**src/rtl/thermlim_pkg.sv**
```systemverilog
package thermlim_pkg;
  typedef struct packed {
    logic clearCnt;
    logic stepCnt;
    logic gainOn;
  } ctlStrobes_t;
endpackage

```
**src/rtl/thermlim_dpath.sv**
```systemverilog
module thermlim_dpath
  import thermlim_pkg::*;
#(
  parameter int QUAL_MS = 400,
  parameter int GAIN_W  = 8
) (
  input  logic              clk,
  input  logic              rstN,
  input  ctlStrobes_t       strb,
  input  logic [GAIN_W-1:0] postScale,
  output logic              qualDone,
  output logic [GAIN_W-1:0] attenCode
);
  localparam int CNT_W = $clog2(QUAL_MS + 1);
  localparam logic [CNT_W-1:0] CNT_LAST = CNT_W'(QUAL_MS);

  logic [CNT_W-1:0] tickCnt;

  always_ff @(posedge clk) begin
    if (!rstN) begin
      tickCnt <= '0;
    end else if (strb.clearCnt) begin
      tickCnt <= '0;
    end else if (strb.stepCnt && tickCnt != CNT_LAST) begin
      tickCnt <= tickCnt + 1'b1;
    end
  end

  assign qualDone = (tickCnt == CNT_LAST);

  always_ff @(posedge clk) begin
    if (!rstN) begin
      attenCode <= '0;
    end else begin
      attenCode <= strb.gainOn ? postScale : '0;
    end
  end
endmodule

```
**src/rtl/thermlim_ctrl.sv**
```systemverilog
module thermlim_ctrl
  import thermlim_pkg::*;
(
  input  logic        clk,
  input  logic        rstN,
  input  logic        warnN,
  input  logic        msTick,
  input  logic        adjBypass,
  input  logic        recBypass,
  input  logic        qualDone,
  output ctlStrobes_t strb,
  output logic        holdQ
);
  logic holdNext;
  logic qualHit;

  assign qualHit = !warnN && msTick && qualDone;

  always_comb begin
    if (adjBypass) begin
      holdNext = 1'b0;
    end else if (holdQ) begin
      holdNext = !(warnN && !recBypass);
    end else begin
      holdNext = qualHit;
    end
  end

  always_comb begin
    strb.clearCnt = adjBypass || warnN || holdQ || qualHit;
    strb.stepCnt  = !strb.clearCnt && msTick;
    strb.gainOn   = holdNext;
  end

  always_ff @(posedge clk) begin
    if (!rstN) holdQ <= 1'b0;
    else       holdQ <= holdNext;
  end
endmodule

```
**src/rtl/thermal_gain_limiter.sv**
```systemverilog
module thermal_gain_limiter
  import thermlim_pkg::*;
#(
  parameter int QUAL_MS = 400,
  parameter int GAIN_W  = 8
) (
  input  logic              clk,
  input  logic              rstN,
  input  logic              warnN,
  input  logic              msTick,
  input  logic              adjBypass,
  input  logic              recBypass,
  input  logic [GAIN_W-1:0] postScale,
  output logic              adjActive,
  output logic [GAIN_W-1:0] attenCode
);
  ctlStrobes_t strb;
  logic qualDone;

  thermlim_ctrl uCtrl (
    .clk(clk), .rstN(rstN), .warnN(warnN), .msTick(msTick),
    .adjBypass(adjBypass), .recBypass(recBypass), .qualDone(qualDone),
    .strb(strb), .holdQ(adjActive)
  );

  thermlim_dpath #(.QUAL_MS(QUAL_MS), .GAIN_W(GAIN_W)) uDpath (
    .clk(clk), .rstN(rstN), .strb(strb), .postScale(postScale),
    .qualDone(qualDone), .attenCode(attenCode)
  );
endmodule

```
**config.mk**
```make
export PLATFORM = sky130hd
export DESIGN_NAME = thermal_gain_limiter
export DESIGN_NICKNAME = d
export VERILOG_FILES = /design/src/rtl/thermlim_pkg.sv /design/src/rtl/thermlim_dpath.sv /design/src/rtl/thermlim_ctrl.sv /design/src/rtl/thermal_gain_limiter.sv
export SDC_FILE = /design/constraint.sdc
export NUM_CORES = 1
export LEC_CHECK = 0
export ABC_AREA = 1
export BUFFER_PORTS_ARGS = -buffer_cell sky130_fd_sc_hd__buf_4
export CAP_MARGIN = 40
export CORE_UTILIZATION = 45
export DETAILED_ROUTE_END_ITERATION = 8
export PLACE_DENSITY = 0.68
export SLEW_MARGIN = 20
export SYNTH_ARGS = -nofsm -noshare
export SYNTH_HDL_FRONTEND = slang
export SYNTH_SLANG_ARGS = --single-unit
```
**constraint.sdc**
```tcl
create_clock -name clk -period 1.35 [get_ports clk]
set_input_delay 0.135 -clock clk [delete_from_list [all_inputs] [get_ports clk]]
set_output_delay 0.135 -clock clk [all_outputs]
set_load 0.005 [all_outputs]
```
==> flow_metrics.tcl, run 1 <==
set metrics [dict create \
    status "finished, final reports clean" \
    syn_area_per_cell_sq_um 7.093 \
    setup_violations 0 \
    max-cap-violations 0 \
    first_pass_iters 4 \
    critPathRequiredTime_ns 1.58 \
    final_cell_mix "33 x buf_4, 25 x nand2_1, 20 x inv_1, 14 x nor2_1, 14 x dfxtp_1" \
    grt_overflow 0 \
    critPathMaxFanout 6 \
    netlist_instances 127 \
    die_h_um 46.74 \
    path_clk_slew_ns 0.10 \
    worst-slew-pin-transition_ns 0.2667 \
    tns_ns 0 \
    tritoncts.num_buffers 3 \
    drc_errors 0 \
    min_path_type "in2reg" \
    ys_warn_count 0 \
    hpwl_mm 1.463 \
    netlist.area_leader.share_pct 40.00 \
    grt_pass1_vias 768 \
    ctsHoldBuffers 0 \
    fill_cells 138 \
    drive_above_1_share_pct 44.85 \
    cts.sinks 18 \
    clk_latency_ns 0.29 \
    wirelength_mm 2.148 \
    initial_utilization_pct 50.00 \
    track_usage_pct 18.77 \
    start_kind "flip-flop" \
    area_growth_pct 52.36 \
    ir_worst_vdd_v 0.0006245 \
    antenna_cells 0 \
    syn-num-nets 143 \
    rsz0062_at_grt "yes" \
    design_area_sq_mm 0.001373 \
    antenna_found_initial 0 \
    core_sq_mm 0.001802 \
    period_share_pct 98.16 \
    drv_slew 0 \
    ios 23 \
    synth_xor_area_share_pct 1.944 \
    synth_area_leader_cell "dfxtp_1" \
    fmax_mhz 754.6 \
    p_leak_nw 0.6170 \
    port_buffers 22 \
    grt_start_max_net_pins 12 \
    ys_ff_latch 18 \
    power_density_mw_per_mm2 690.6 \
    ant_nets 0 \
    dpl_cell_area_sq_mm 0.001161 \
    num_rows 15 \
    final_common_cell "buf_4" \
    place_congestion 0.8010 \
    dieArea_sq_mm 0.002185 \
    htree_levels 1 \
    criticalPathCategory "reg2reg" \
    synth_fa_ha_area_share_pct 2.778 \
    avgViaCountPerCell 4.826 \
    fin_skew_ns 0.003401 \
    clockBufferDepth 2 \
    maxSlewHeadroom_pct 82.16 \
    wl_met3_um 74 \
    fin_nets 182 \
    drt-initial-drc-count 13 \
    syn_area_sq_um 900.9 \
    cts_root_buffer "clkbuf_4" \
    grt_pass1_wl_mm 2.932 \
    arrival_ns 1.56 \
    die_w_um 46.74 \
    yosys.area_share.simple_pct 39.58 \
    wl_per_cell_um 11.31 \
    ys_types 18 \
    ys_top_cells_by_area "dfxtp_1 40%, nand2_1 15%, inv_1 9.2%" \
    synth_top_family_by_area "simple AND/OR/NAND/NOR gates" \
    num_vias 917 \
    tritoncts "done" \
    endpoint_kind "flip-flop" \
    drt-met1-wl_um 944 \
    synth_compound_area_share_pct 4.444 \
    synth_mux_area_share_pct 0 \
    wl_met2_mm 1.108 \
    fin_crit_ns 1.325 \
    yosysSeqAreaShare_pct 40.00 \
    top_layer "met4" \
    finalHoldViolations 0 \
]
## timing repair
item / in CTS / in global routing
resized for setup: 2 / 38
gates cloned: 0 / 2
setup buffers: 0 / 1
pin swaps: 0 / 14
endpoints found under the setup margin: 9 / 18
## report_power, final
group          internal [mW]  switching, mW  total [mW]  leakage, nW
registers              0.528        0.00102       0.529        0.148
clock network          0.164          0.168       0.332       0.0210
logic                 0.0434         0.0433      0.0867        0.448
## synthesized netlist by cell type (all sizes together)
| cell type | count |
|---|---|
| inv | 22 |
| nand2 | 35 |
| buf | 2 |
| dfxtp | 18 |
| nand3 | 8 |
| ha | 2 |
| o21ai | 1 |
| nand3b | 1 |
| xor2 | 2 |
| a21oi | 7 |
| nand4 | 8 |
| nor2 | 20 |
| nor3 | 1 |
## metrics by stage
step                      instances  power, mW  utilization [%]  setup slack (ns)  hold WS, ns
after floorplan                 127     0.5739                -           0.04622       0.2472
after global placement          183     0.6118            64.44           0.04118       0.3479
after detailed placement        183     0.6122            64.44        -0.0008675       0.3556
after CTS                       187     0.9316            67.36          0.003727      0.05075
after global routing            190     0.9752            76.18          -0.06589      0.04323
final                           190     0.9478            76.18           0.02485      0.04638
## critical path: stages, from the launching register on
cell,delay (ns)
dfxtp_4,0.37
inv_2,0.07
ha_4,0.13
nand2_4,0.05
nor2_4,0.10
nand3_4,0.14
nand3_4,0.18
nand2_2,0.08
a21oi_2,0.13
## routing by layer
| metal | vias up | track usage [%] |
|---|---|---|
| met5 | - | 0 |
| met1 | 413 | 21.80 |
| met3 | 4 | 2.692 |
| met4 | 0 | 6.857 |
| met2 | 20 | 34.72 |
| li1 | 480 | - |
## cell type report
class	count	area, sq um	area share, %
tap	25	31.28	2.279
clock buffer	4	36.28	2.644
multi-input combinational	87	590.6	43.03
sequential	18	370.4	26.98
timing repair buffer	34	259.0	18.87
inverter	22	85.08	6.199
## flip-flops by register name (all words and copies together) (netlist names)
signal and count:
uDpath.attenCode 8, uDpath.tickCnt 9, uCtrl.holdQ 1
## kinds of logic (layout without fill, tap and decap cells)
group	Yosys count	after routing
and+or+nand+nor	73	75
buffers and inverters	24	60
DFF	18	18
AOI/OAI and AO/OA	8	8
adders and majority gates	2	2
xor gates and xnor gates	2	2
## worst paths after layout
| path | from | end | slack (ns) | cells after the start |
|---|---|---|---|---|
| min | postScale[0] | uDpath.attenCode[0] | 0.05 | 3 |
| max | uDpath.tickCnt[0] | uDpath.tickCnt[5] | 0.02 | 8 |
| min reg2reg | uDpath.tickCnt[7] | uDpath.tickCnt[7] | 0.50 | 2 |
| max reg2reg | uDpath.tickCnt[0] | uDpath.tickCnt[5] | 0.02 | 8 |
Note: power is estimated with default switching activity, not from simulation.
==> inputs of run 2 (changes only) <==
--- a/config.mk
+++ b/config.mk
@@ -6,8 +6,7 @@
 export NUM_CORES = 1
 export LEC_CHECK = 0
-export ABC_AREA = 1
 export BUFFER_PORTS_ARGS = -buffer_cell sky130_fd_sc_hd__buf_4
 export CAP_MARGIN = 40
-export CORE_UTILIZATION = 45
+export CORE_UTILIZATION = 43
 export DETAILED_ROUTE_END_ITERATION = 8
 export PLACE_DENSITY = 0.68
==> constraint.sdc (replaced) <==
create_clock -name clk -period 1.35 [get_ports clk]
set_input_delay 0 -clock clk [delete_from_list [all_inputs] [get_ports clk]]
set_output_delay 0 -clock clk [all_outputs]
set_load 0.005 [all_outputs]
==> run 2 against run 1 <==
Effect of this change: the flow now finishes with violations (negative setup slack); synthesized area is 17% lower; core utilization rose by 6.0 points; fmax fell by 12%; total power up 1.6%; combinational power is 6.3% higher; via count fell by 23%; critical path type unchanged.
==> flow_metrics.tcl, run 2 <==
set metrics [dict create \
    grt_pass1_vias 722 \
    htree_levels 1 \
    largest_reg_flops 9 \
    violations "negative setup slack" \
    async_flop_share_pct 0 \
    antenna_cells 0 \
    start_kind "flip-flop" \
    synth_most_common_cell "dfxtp_1" \
    die_w_um 43.65 \
    wl_per_cell_um 14.11 \
    pre_cts_ws_ns -0.1180 \
    yosys-top-cells-count "18 x dfxtp_1, 9 x and2_1, 9 x nor2_1, 5 x xnor2_1" \
    cpPeakStageDelay_ns 0.61 \
    synth_area_leader_cell "dfxtp_1" \
    syn_area_per_cell_sq_um 10.22 \
    num_rows 14 \
    setup_violations 16 \
    syn-num-nets 89 \
    netlist.area_leader.share_pct 48.32 \
    tritoncts "done" \
    ys_top_cells_by_area "dfxtp_1 48%, and2_1 7.6%, xnor2_1 5.9%" \
    clk_latency_ns 0.30 \
    ant_nets 0 \
    core_sq_mm 0.001559 \
    area_growth_pct 71.81 \
    endpoint_kind "flip-flop" \
    grt_start_max_net_pins 11 \
    grt_overflow 0 \
    avgViaCountPerCell 5.064 \
    finalHoldViolations 0 \
    fin_nets 141 \
    worst-slew-pin-transition_ns 0.3278 \
    ios 23 \
    placedCellCount 126 \
    hpwl_mm 1.128 \
    arrival_ns 1.70 \
    r2r_start "uCtrl.holdQ" \
    stdcell_count 140 \
    final_cell_mix "37 x buf_4, 16 x dfxtp_1, 9 x and2_1, 8 x nor2_1, 8 x dlygate4sd3_1" \
    netlist_instances 73 \
    power_density_mw_per_mm2 751.4 \
    path_clk_slew_ns 0.10 \
    final_common_cell "buf_4" \
    regMostFlops "uDpath.tickCnt" \
    crit_chain "or4b_4, a21oi_4, mux2i_1, nor2_1" \
    ir_worst_vdd_v 0.0007111 \
    ys_types 22 \
    rsz0062_at_grt "yes" \
    min_path_type "in2reg" \
    antenna_found_initial 0 \
    drv_slew 0 \
    status "complete, but fails checks" \
    cts_root_buffer "clkbuf_4" \
    ys_warn_count 0 \
    reg.largest.list "uDpath.tickCnt (9), uDpath.attenCode (8), uCtrl.holdQ (1)" \
    tritoncts.num_buffers 3 \
    cts.sinks 18 \
    track_usage_pct 22.96 \
    first_pass_iters 4 \
    drt-initial-drc-count 7 \
    critPathRequiredTime_ns 1.55 \
    cp_num_buf_inv 0 \
    yosysSeqAreaShare_pct 48.32 \
    syn_area_sq_um 745.7 \
    dieArea_sq_mm 0.001905 \
    fin_crit_ns 1.503 \
    crit_path_start "uCtrl.holdQ" \
    worst_path_max_delay_cell "or4b_4" \
    place_congestion 0.8291 \
    drive_above_1_share_pct 47.58 \
    criticalPathCategory "reg2reg" \
    critPathMaxFanout 5 \
    cp_top_family "simple AND/OR/NAND/NOR gates" \
    die_h_um 43.65 \
    max-cap-violations 0 \
    synth-edff-count 0 \
    ys_ff_latch 18 \
    grt_pass1_wl_mm 3.077 \
    initial_utilization_pct 47.83 \
    num_vias 709 \
    p_leak_nw 0.5542 \
    period_share_pct 111.3 \
    clockBufferDepth 2 \
    wirelength_mm 1.976 \
    hold_path.startpoint "msTick" \
    fmax_mhz 665.5 \
    ys.flop_type "dfxtp_1" \
    fin_ws_ns -0.1527 \
    fin_skew_ns 0.007087 \
    port_buffers 22 \
    maxSlewHeadroom_pct 78.09 \
    drc_errors 0 \
]
run 2: changes by cell type after synthesis, sizes merged, moves of 2 or more:
| cell | change |
|---|---|
| and2 | +9 |
| nand3 | -5 |
| buf | -2 |
| nand2 | -31 |
| nand4 | -6 |
| nor2 | -10 |
| xnor2 | +5 |
| a21oi | -6 |
| and4bb | +2 |
| inv | -18 |
run 2: path summary, 6_finish.rpt:
check | to | slack, ns | depth (start not counted)
worst min-delay path | uCtrl.holdQ | 0.06 | 3
worst max-delay path | uDpath.tickCnt[1] | -0.15 | 4
worst max register to register | uDpath.tickCnt[1] | -0.15 | 4
worst min register to register | uDpath.tickCnt[8] | 0.53 | 2
run 2: what timing repair did:
item / CTS / global route
hold buffers: 8 / 0
pin swaps: 3 / 9
buffers inserted: 0 / 1
setup endpoints to repair: 15 / 18
cloned: 1 / 0
endpoints found under the hold margin: 8 / 0
gates resized for setup: 3 / 10
run 2: final cells by class:
class                           count  area, sq um
Multi-Input combinational cell     52        478.0
Timing Repair Buffer               46        369.1
Sequential cell                    18        362.8
Fill cell                          88        277.8
Clock buffer                        4        36.28
Tap cell                           16        20.02
Inverter                            4        15.01
run 2: metal layers:
metal	wire, um	up-vias	GRT usage, %
met5	0	-	0
met2	1031	22	38.51
li1	-	350	-
met4	29	0	7.500
met3	99	4	9.583
met1	816	333	26.32
run 2: power breakdown:
group | internal, mW | leakage (nW) | total [mW] | switching [mW]
clock | 0.164 | 0.0210 | 0.339 | 0.175
combinational | 0.0573 | 0.387 | 0.0922 | 0.0349
sequential | 0.531 | 0.146 | 0.531 | 0.000159
run 2: through the flow:
stage	util (%)	total power, mW	instance area [sq um]	hold slack, ns	setup TNS, ns
global placement	68.30	0.5993	1065	0.2026	-0.8269
global route	82.18	1.003	1281	0.04786	-2.542
finish	82.18	0.9627	1281	0.05950	-1.364
floorplan	-	0.5584	767.0	0.1217	-0.5341
CTS	78.09	0.9577	1217	0.04139	-1.201
detailed placement	68.30	0.6002	1065	0.2049	-1.189
run 2: cell families after synthesis:
group	count (synthesis)	share of synthesized area (%)
compound gates	3	4.361
fa+ha+maj	2	3.355
simple gates	37	31.21
buf+inv	4	2.013
flops	18	48.32
xor+xnor	8	9.396
mux	1	1.342
run 2: worst min-delay path, stage by stage:
cell	delay, ns
buf_4	0.13
nand3_4	0.10
a221oi_4	0.08
